==> src/rtl/hazard_pkg.sv <==
package hazard_pkg;
  localparam int OP_W  = 4;
  localparam int REG_W = 4;
  localparam int NUM_STAGES = 5;

  localparam logic [OP_W-1:0] OP_NOP   = 4'd0;
  localparam logic [OP_W-1:0] OP_ALU   = 4'd1;
  localparam logic [OP_W-1:0] OP_LOAD  = 4'd2;
  localparam logic [OP_W-1:0] OP_CJUMP = 4'd3;
  localparam logic [OP_W-1:0] OP_RET   = 4'd4;

  localparam logic [REG_W-1:0] REG_NONE = '1;

  localparam int ST_F = 0;
  localparam int ST_D = 1;
  localparam int ST_E = 2;
  localparam int ST_M = 3;
  localparam int ST_W = 4;

  typedef struct packed {
    logic loadUse;
    logic retBusy;
    logic mispredict;
    logic bypass;
  } haz_strobe_t;
endpackage

==> src/rtl/hazard_detect.sv <==
module hazard_detect
  import hazard_pkg::*;
(
  input  logic [OP_W-1:0]  opDec,
  input  logic [OP_W-1:0]  opExe,
  input  logic [OP_W-1:0]  opMem,
  input  logic [REG_W-1:0] dstExe,
  input  logic [REG_W-1:0] srcDecA,
  input  logic [REG_W-1:0] srcDecB,
  input  logic             condMem,
  output haz_strobe_t      strobes
);
  logic matchA, matchB, exeIsLoad;

  always_comb begin
    matchA    = (dstExe != REG_NONE) && (dstExe == srcDecA);
    matchB    = (dstExe != REG_NONE) && (dstExe == srcDecB);
    exeIsLoad = (opExe == OP_LOAD);
    strobes.loadUse    = exeIsLoad && (matchA || matchB);
    strobes.retBusy    = (opDec == OP_RET) || (opExe == OP_RET) || (opMem == OP_RET);
    strobes.mispredict = (opMem == OP_CJUMP) && !condMem;
    strobes.bypass     = matchA && !exeIsLoad;
  end

  // the none ID never produces a match
  always_comb begin
    if (srcDecA == REG_NONE && srcDecB == REG_NONE)
      p_none_nomatch_r3: assert (!strobes.loadUse && !strobes.bypass)
        else $error("none register matched");
  end
endmodule

==> src/rtl/stall_ctrl.sv <==
module stall_ctrl
  import hazard_pkg::*;
(
  input  haz_strobe_t            strobes,
  output logic [NUM_STAGES-1:0]  stallVec,
  output logic [NUM_STAGES-1:0]  bubbleVec,
  output logic                   bypassSel
);
  always_comb begin
    stallVec  = '0;
    bubbleVec = '0;
    if (strobes.mispredict) begin
      bubbleVec[ST_D] = 1'b1;
      bubbleVec[ST_E] = 1'b1;
    end else if (strobes.loadUse) begin
      stallVec[ST_F]  = 1'b1;
      stallVec[ST_D]  = 1'b1;
      bubbleVec[ST_E] = 1'b1;
    end else if (strobes.retBusy) begin
      stallVec[ST_F]  = 1'b1;
      bubbleVec[ST_D] = 1'b1;
    end
    bypassSel = strobes.bypass;
  end

  always_comb begin
    p_no_stall_bubble_r9: assert ((stallVec & bubbleVec) == '0)
      else $error("stall and bubble together");
    p_tail_quiet_r8: assert (!stallVec[ST_M] && !stallVec[ST_W] &&
                             !bubbleVec[ST_M] && !bubbleVec[ST_W])
      else $error("memory/write-back disturbed");
    if (strobes.mispredict)
      p_squash_r7: assert (bubbleVec[ST_D] && bubbleVec[ST_E] && !stallVec[ST_F])
        else $error("mispredict not squashed");
    if (strobes.loadUse && !strobes.mispredict)
      p_load_use_r4: assert (stallVec[ST_D] && bubbleVec[ST_E] && !bubbleVec[ST_D])
        else $error("load-use response wrong");
  end
endmodule

==> src/rtl/hazard_unit.sv <==
module hazard_unit
  import hazard_pkg::*;
(
  input  logic [3:0] opDec,
  input  logic [3:0] opExe,
  input  logic [3:0] opMem,
  input  logic [3:0] dstExe,
  input  logic [3:0] srcDecA,
  input  logic [3:0] srcDecB,
  input  logic       condMem,
  output logic [4:0] stallVec,
  output logic [4:0] bubbleVec,
  output logic       bypassSel
);
  haz_strobe_t strobes;

  hazard_detect u_detect (
    .opDec(opDec), .opExe(opExe), .opMem(opMem), .dstExe(dstExe),
    .srcDecA(srcDecA), .srcDecB(srcDecB), .condMem(condMem), .strobes(strobes)
  );

  stall_ctrl u_ctrl (
    .strobes(strobes), .stallVec(stallVec), .bubbleVec(bubbleVec), .bypassSel(bypassSel)
  );

  // an outstanding return with no other hazard freezes fetch
  always_comb begin
    if ((opDec == OP_RET || opExe == OP_RET || opMem == OP_RET) && !strobes.loadUse &&
        !(opMem == OP_CJUMP && !condMem))
      p_ret_hold_r5: assert (stallVec[ST_F] && bubbleVec[ST_D])
        else $error("return did not hold fetch");
    if (opExe == OP_LOAD)
      p_no_load_bypass_r10: assert (!bypassSel)
        else $error("bypass from load");
  end
endmodule

==> config.mk <==
export PLATFORM = sky130hd
export DESIGN_NAME = hazard_unit
export DESIGN_NICKNAME = d
export VERILOG_FILES = /design/src/rtl/hazard_pkg.sv /design/src/rtl/hazard_detect.sv /design/src/rtl/stall_ctrl.sv /design/src/rtl/hazard_unit.sv
export SDC_FILE = /design/constraint.sdc
export NUM_CORES = 1
export LEC_CHECK = 0
export CORE_AREA = 2 2 39 41
export DETAILED_ROUTE_END_ITERATION = 10
export DIE_AREA = 0 0 41 43
export GPL_ROUTABILITY_DRIVEN = 0
export PLACE_DENSITY = 0.76
export SETUP_SLACK_MARGIN = 0.2
export SYNTH_ARGS = -nofsm -noshare
export SYNTH_HDL_FRONTEND = slang
export SYNTH_SLANG_ARGS = --single-unit
==> constraint.sdc <==
create_clock -name vclk -period 1.1
set_input_delay 0.22 -clock vclk [all_inputs]
set_output_delay 0.22 -clock vclk [all_outputs]
set_load 0.005 [all_outputs]
Word-level counts from Yosys, hierarchy flattened
Cells that the tools add are included.
- register bits after elaboration: 0
- bits of input ports: 25
- output and inout port bits: 11
- logic and storage cells: 24
- equality and inequality tests: 8
- muxes and demuxes: 6
- reductions and logical operators: 10
- operators by type and width (cell ; count):
    equality test 4 x 3 -> 1 bit (second input constant) ; 3
    equality test 4 x 2 -> 1 bit (second input constant) ; 2
    equality test 4 bit ; 2
    logical AND 1 bit ; 5
    2-to-1 mux 1 bit ; 4
    2-to-1 mux 2 bit ; 2
    inequality test 4 bit (second input constant) ; 1
    logical OR 1 bit ; 3
    zero test 1 bit ; 2

Logic depth before layout (Yosys ltp)
Gate-level depths: netlist of the first run.
- depth after elaboration: 6
- gate-level depth with buffers: 4
- depth with buffers taken out: 4

Cells and area by module
Synthesis of the first run repeated with hierarchy kept, for this count alone.
- cells, all modules: 37
- area, all modules: 254.0 sq um
- modules (own cells, without submodules) (module ; instances ; cells an instance ; area each (sq um) ; sequential area each (sq um)):
    hazard_detect ; 1 ; 23 ; 168.9 ; 0.0
    stall_ctrl ; 1 ; 14 ; 85.1 ; 0.0

Least setup slack after synthesis of the first run
No wires, ideal clock.
- path kind: in2out
- from: input port opExe[0]
- to: output port bubbleVec[1]
- arrival: 953 ps
- required time: 880 ps
- path slack: -73 ps
- stages on the path: 4
- path buffers: 0
- cell sequence: nor4b_4 nor3b_2 a2bb2oi_2 a21o_1
- word-level cells in the longest chain between the ends: 6
- elaborated cells on any way between the ends: 8
- classes of those cells: eq/ne (2); mux (3); reduce/logical (3)
- ends and longest elaborated chain (element ; line ; source):
    start: declaration ; hazard_unit.sv:5 ; input logic [3:0] opExe,
    equality test 4 x 3 -> 1 bit ; hazard_detect.sv:20 ; strobes.retBusy = (opDec == OP_RET) || (opExe == OP_RET) || (opMem == OP_RET);
    logical OR 1 bit (2 in a row) ; hazard_detect.sv:20 ;
    2-to-1 mux 1 bit ; stall_ctrl.sv:19 ; end else if (strobes.retBusy) begin
    2-to-1 mux 1 bit * ; stall_ctrl.sv:15 ; end else if (strobes.loadUse) begin
    2-to-1 mux 2 bit * ; stall_ctrl.sv:12 ; if (strobes.mispredict) begin
    end: declaration ; hazard_unit.sv:12 ; output logic [4:0] bubbleVec,
Mark *: on every way between the ends. The rest lies on a longest branch, timed or not.

Worst setup path after layout of the first run
- from: input port opDec[0]
- to: output port bubbleVec[1]
- word-level cells in the longest chain between the ends: 6
- ends and longest elaborated chain (element ; line ; source):
    start: declaration ; hazard_unit.sv:4 ; input logic [3:0] opDec,
    equality test 4 x 3 -> 1 bit ; hazard_detect.sv:20 ;
    logical OR 1 bit (2 in a row) ; hazard_detect.sv:20 ;
    2-to-1 mux 1 bit ; stall_ctrl.sv:19 ;
    2-to-1 mux 1 bit ; stall_ctrl.sv:15 ;
    2-to-1 mux 2 bit ; stall_ctrl.sv:12 ;
Every way passes these cells.

==> results of run 1 <==
-- power breakdown --
part           leakage (nW)  switching (W)  internal [W]
sequential                0              0             0
clock                     0              0             0
combinational         0.321      0.0000794      0.000129
total                 0.321      0.0000794      0.000129
-- cell families (layout without fill, tap and decap cells) --
logic type,after synthesis,in the layout
simple gates,17,17
xor+xnor,8,8
other cells,1,6
buf+inv,7,36
compound gates,3,3
-- through the flow --
step / hold WS (ns) / cells / setup slack (ns) / TNS [ns] / utilization
floorplan: 0.5774 / 41 / -0.07286 / -0.1536 / -
global placement: 1.634 / 82 / -1.069 / -5.030 / 0.4141
detailed placement: 1.629 / 82 / -1.118 / -5.178 / 0.4141
CTS: 0.7747 / 85 / -0.4693 / -1.792 / 0.4503
global route: 0.8985 / 86 / -0.5152 / -2.006 / 0.4702
finish: 0.8713 / 86 / -0.4602 / -1.714 / 0.4702
-- worst max-delay path by stage --
stage	end	slack [ns]	depth (start not counted)
after global placement	stallVec[0]	-1.07	6
after detailed placement	stallVec[0]	-1.12	6
final	bubbleVec[1]	-0.46	6
after CTS	bubbleVec[1]	-0.47	7
after global routing	bubbleVec[1]	-0.52	6
after floorplan	bubbleVec[1]	-0.07	4
-- cells in the final DEF (no fill, tap or decap), types with 2 or more instances in the layout --
cell type / Yosys / layout
buf_6: 0 / 8
buf_2: 0 / 7
dlygate4sd2_1: 0 / 7
conb_1: 1 / 6
buf_4: 6 / 5
xnor2_1: 6 / 4
clkdlybuf4s50_1: 0 / 4
nand3_1: 2 / 2
nor4b_4: 1 / 2
xnor2_2: 0 / 2
xor2_2: 0 / 2
nor2_1: 3 / 2
dlymetal6s2s_1: 0 / 2
-- timing repair --
item | CTS | global route
hold endpoints to repair | 0 | 0
setup buffers | 3 | 1
gates cloned | 0 | 0
pin swaps | 18 | 6
setup endpoints to repair | 5 | 5
gates resized for setup | 91 | 7
hold buffers | 0 | 0
-- layout make-up --
cell class | count | share of cell area
timing repair buffer | 35 | 0.4673
inverter | 1 | 0.005769
tap | 16 | 0.03077
multi-input combinational | 34 | 0.4962
-- routing by layer --
layer / vias up / part of all wire / track usage
li1: 182 / - / -
met1: 169 / 0.32 / 0.08946
met2: 17 / 0.61 / 0.2219
met3: 0 / 0.070 / 0.005236
met4: 0 / 0 / 0
met5: - / 0 / 0
==> results.md, run 1 <==
- Cell breakdown of the critical path: clkdlybuf4s50_1, nor4b_4, nor3_2, inv_1, a21o_1, buf_2
- Final Cell Area: 650.6 um^2
- Placed Area: 573.1 um^2
- Setup ws final: -0.4602 ns
- CP startpoint kind: primary input
- Max-slew violation count: 0
- Worst Hold Depth: 5
- Share of the synthesized area in the top cell type: 0.1935
- Final Hold Viols: 0
- Gr usage total: 0.1002
- Rows: 14
- DRT iter0 DRCs: 0
- Drt first pass iters: 1
- First-pass GRT wire length: approximately 1300 um
- Status: finished with violations
- Leak: 0.3205 nW
- Compound-Gate Fraction of Synth Area: 0.1014
- Largest family of logic cells by synthesized area: simple AND/OR/NAND/NOR gates
- Setup crit end kind: output pin
- Area Overhead vs Synth: 139.6%
- CP Data Arrival Time: ~1.3 ns
- Yosys warnings: 0
- # diodes: 0
- CORE AREA: about 0.0014 mm^2
- Power Density: 320.4 mW/mm^2
- Worst Path Max Fanout: 2
- Die Wd: 41 um
- Max-cap viol count: 0
- Initial antenna violation count: 0
- Wirelength per Cell: 10.80 um
- Final nets: 97
- DR vias: 368
- Filler Cell Count: 152
- Sequential Area: 0 um^2
- Largest net degree at the start of global routing: 5
- Sequential area share after synthesis: 0
- Mux cell area share after synthesis: 0
- Failing checks: setup timing
- Yosys top cell by area: xnor2_1
- Buf+Inv Stages, Crit Path: 3
- Hold endpoint: bypassSel
- Crit. Startpoint: opDec[0]
- Via/cell ratio: 4.279
- Detail Placement HPWL: 695.4 um
- Post-Syn Area: 271.5 um^2
- Die height: between 40 and 50 um
- Xor-xnor portion of the synthesized cell area: 0.2581
- Final setup fails: 5
- Min cycle time layout: between 1.5 and 2 ns
- Multi-input logic area: 322.8 um^2
- Initial Utilization: 0.1962
- CP Class: in2out
- Seq cells: 0
- Critical path's slowest cell: clkdlybuf4s50_1
- Top area cells in the synthesized netlist: xnor2_1 19%, buf_4 17%, nor4b_1 9.7%
- Die area: 0.001763 mm^2
- Simple-gate area share of the yosys netlist: 0.4470
- Fmax: about 640 MHz
- Total Power: 0.0002085 W
- CP required: between 0.8 and 0.9 ns
- Global route overflow: 0
- Syn Area/Cell: ~7.5 um^2
- Total wire length: just over 900 um
- Commonest cells post-synth: 6 x buf_4, 6 x xnor2_1, 3 x nor2_1, 3 x nor4b_1
- Clock Buffer Count: 0
- Synth unique cells: 19
- Slowest stage delay, CP: 0.51 ns
- Syn Inst Count: 36
- Port Buffers: 30
- DRC viols: 0
- Max VDD drop: 128.4 uV
- Share of cells above drive strength 1: 0.5143
- Hold wc startpoint: opExe[2]
- Period utilization: 1.418
- RSZ-0062 raised after global routing: true
- Hold WC Path Type: in2out
- Number of global-route vias before repair: 355
- Cell family with most CP delay: buffers and inverters
- Post-DRT Antenna Nets: 0
- I/O Pins: 36
- Adder-Cell Fraction of Synth Area: 0
Note: power is estimated with default switching activity, not from simulation.
==> inputs of run 2 (changes only) <==
Settings changed: CORE_AREA 2 2 39 41 to 5 5 42 44, DIE_AREA 0 0 41 43 to 0 0 47 49, SLEW_MARGIN from default to 40.
==> run 2 against run 1 <==
Net effect: the run still ends with setup timing left; design area decreased by 1.5%; utilization decreased by 1.3 points; combinational power grew 4%; worst setup slack better by 0.070 ns; global-route usage shrank 1.6 points.
==> results.md, run 2 (same netlist as run 1, synthesis figures left out) <==
- Status: finished with violations
- Failing checks: setup timing
- Commonest cells after routing, fill and taps aside: 14 x dlygate4sd2_1, 11 x buf_2, 6 x conb_1, 6 x buf_6, 4 x xnor2_1
- CP Class: in2out
- Largest net degree at the start of global routing: 5 (unchanged)
- Max VDD drop: 115.8 uV (-9.8%)
- Sequential Area: 0 um^2 (unchanged)
- NetSw: 0.00008549 W (+7.6%)
- DR vias: 363 (-1.4%)
- Detail Placement HPWL: 768.9 um (+11%)
- Rows: 14 (unchanged)
- Wirelength per Cell: 11.66 um (+7.9%)
- Post-Place Worst Slack: -1.123 ns (-0.005020 ns)
- Slowest stage delay, CP: 0.31 ns (-0.20 ns)
- Hold Buf Count CTS: 0 (unchanged)
- Via/cell ratio: 4.172 (-2.5%)
- Sw frac: 0.3954 (+0.01444)
- Critical path's slowest cell: nor4b_4
- # diodes: 0 (unchanged)
- Commonest non-fill, non-tap cell in the layout: dlygate4sd2_1
- Max-cap viol count: 0 (unchanged)
- Worst Hold Depth: 4 (-1)
- Max-slew violation count: 0 (unchanged)
- Initial Utilization: 0.1937 (-0.002453)
- Leak: 0.3195 nW (-0.32%)
- Global route overflow: 0 (unchanged)
- Worst Path Max Fanout: 4 (+2)
- Initial antenna violation count: 0 (unchanged)
- Final Util: 0.4571 (-0.01302)
- CORE AREA: 0.001401 mm^2 (+1.3%)
- Setup crit end kind: output pin
- Final nets: 98 (+1.0%)
- Final Hold Viols: 0 (unchanged)
- Total wire length: 1014 um (+9.1%)
- Final setup fails: 5 (unchanged)
- Hold WC Path Type: in2out
- I/O Pins: 36 (unchanged)
- Drt first pass iters: 1 (unchanged)
- Share of cells above drive strength 1: 0.4789 (-0.03541)
- Number of global-route vias before repair: 415 (+17%)
- Clock power share: 0 (unchanged)
- Power share of the sequential group: 0 (unchanged)
- DRC viols: 0 (unchanged)
- Int Power: 0.0001307 W (+1.3%)
- CP startpoint kind: primary input
- First-pass GRT wire length: 1524 um (+18%)
- Gr usage total: 0.08439 (-0.01581)
- Hold wc startpoint: opExe[3]
- Setup ws final: -0.3904 ns (+0.06975 ns)
- Combinational share of power: 1.000 (about the same)
- Die area: 0.002303 mm^2 (+31%)
- Seq cells: 0 (unchanged)
- Die Wd: 47 um (+15%)
- Fmax: 670.9 MHz (+4.7%)
- Clock Buffer Count: 0 (unchanged)
- Area Overhead vs Synth: 135.9%
- RSZ-0062 raised after global routing: true
- Power Density: 337.5 mW/mm^2 (+5.3%)
- Cell breakdown of the critical path: buf_6, nor4b_4, nor3b_4, a2bb2oi_4, a21o_1, buf_2
- DRT iter0 DRCs: 0 (unchanged)
- Crit. Startpoint: opExe[3]
- Post-DRT Antenna Nets: 0 (unchanged)
- Die height: 49 um (+14%)
- Total Power: 0.0002162 W (+3.7%)
- CP Data Arrival Time: 1.27 ns (-0.07 ns)
- Period utilization: 1.355 (-0.06341)
- Port Buffers: 30 (unchanged)
- Min cycle time layout: 1.490 ns (-0.06975 ns)
- CP required: 0.88 ns (about the same)
## run 2: changes by cell type in the layout (fill, tap and decap cells not counted), moves of 2 or more
| cell | delta |
|---|---|
| buf_2 | +4 |
| buf_4 | -3 |
| buf_6 | -2 |
| clkdlybuf4s50_1 | -3 |
| dlygate4sd2_1 | +7 |
| dlymetal6s2s_1 | -2 |
## run 2: cell type report
| type | instances | area, um^2 |
|---|---|---|
| Tap cell | 16 | 20.02 |
| Inverter | 1 | 3.754 |
| Fill cell | 157 | 760.7 |
| Multi-Input combinational cell | 34 | 326.6 |
| Timing Repair Buffer | 36 | 290.3 |
## run 2: routing by layer
layer / share of wire / global-route usage / wire [um]
met1: 0.31 / 0.07221 / 311
met2: 0.50 / 0.1787 / 509
met3: 0.19 / 0.02952 / 193
met4: 0 / 0 / 0
met5: 0 / 0 / 0
## run 2: timing repair
action | in CTS | in global routing
buffers inserted | 4 | 0
pin swaps | 15 | 7
gates resized for setup | 87 | 8
endpoints found under the setup margin | 5 | 5
## run 2: power groups by stage
stage | sequential [W] | combinational, W | clock [W]
CTS | 0 | 0.000199 | 0
finish | 0 | 0.000216 | 0
global route | 0 | 0.000234 | 0
detailed placement | 0 | 0.000191 | 0
global placement | 0 | 0.000189 | 0
floorplan | 0 | 0.0000774 | 0
## run 2: final timing paths
kind	end
worst max-delay path	bubbleVec[1]
worst min-delay path	bypassSel
## run 2: critical path, delay by kind of cell
family | cells | cell delay, ns
buffers and inverters | 2 | 0.22
AO/OA/AOI/OAI | 2 | 0.26
AND/OR/NAND/NOR | 2 | 0.58
## run 2: through the flow
step	setup TNS [ns]	area [um^2]	instances	hold slack, ns
after detailed placement	-5.223	580.6	83	1.619
after floorplan	-0.1536	290.3	41	0.5774
after global routing	-1.829	640.6	87	0.7802
after global placement	-5.057	580.6	83	1.601
after CTS	-1.628	624.3	87	0.7632
final	-1.533	640.6	87	0.7584
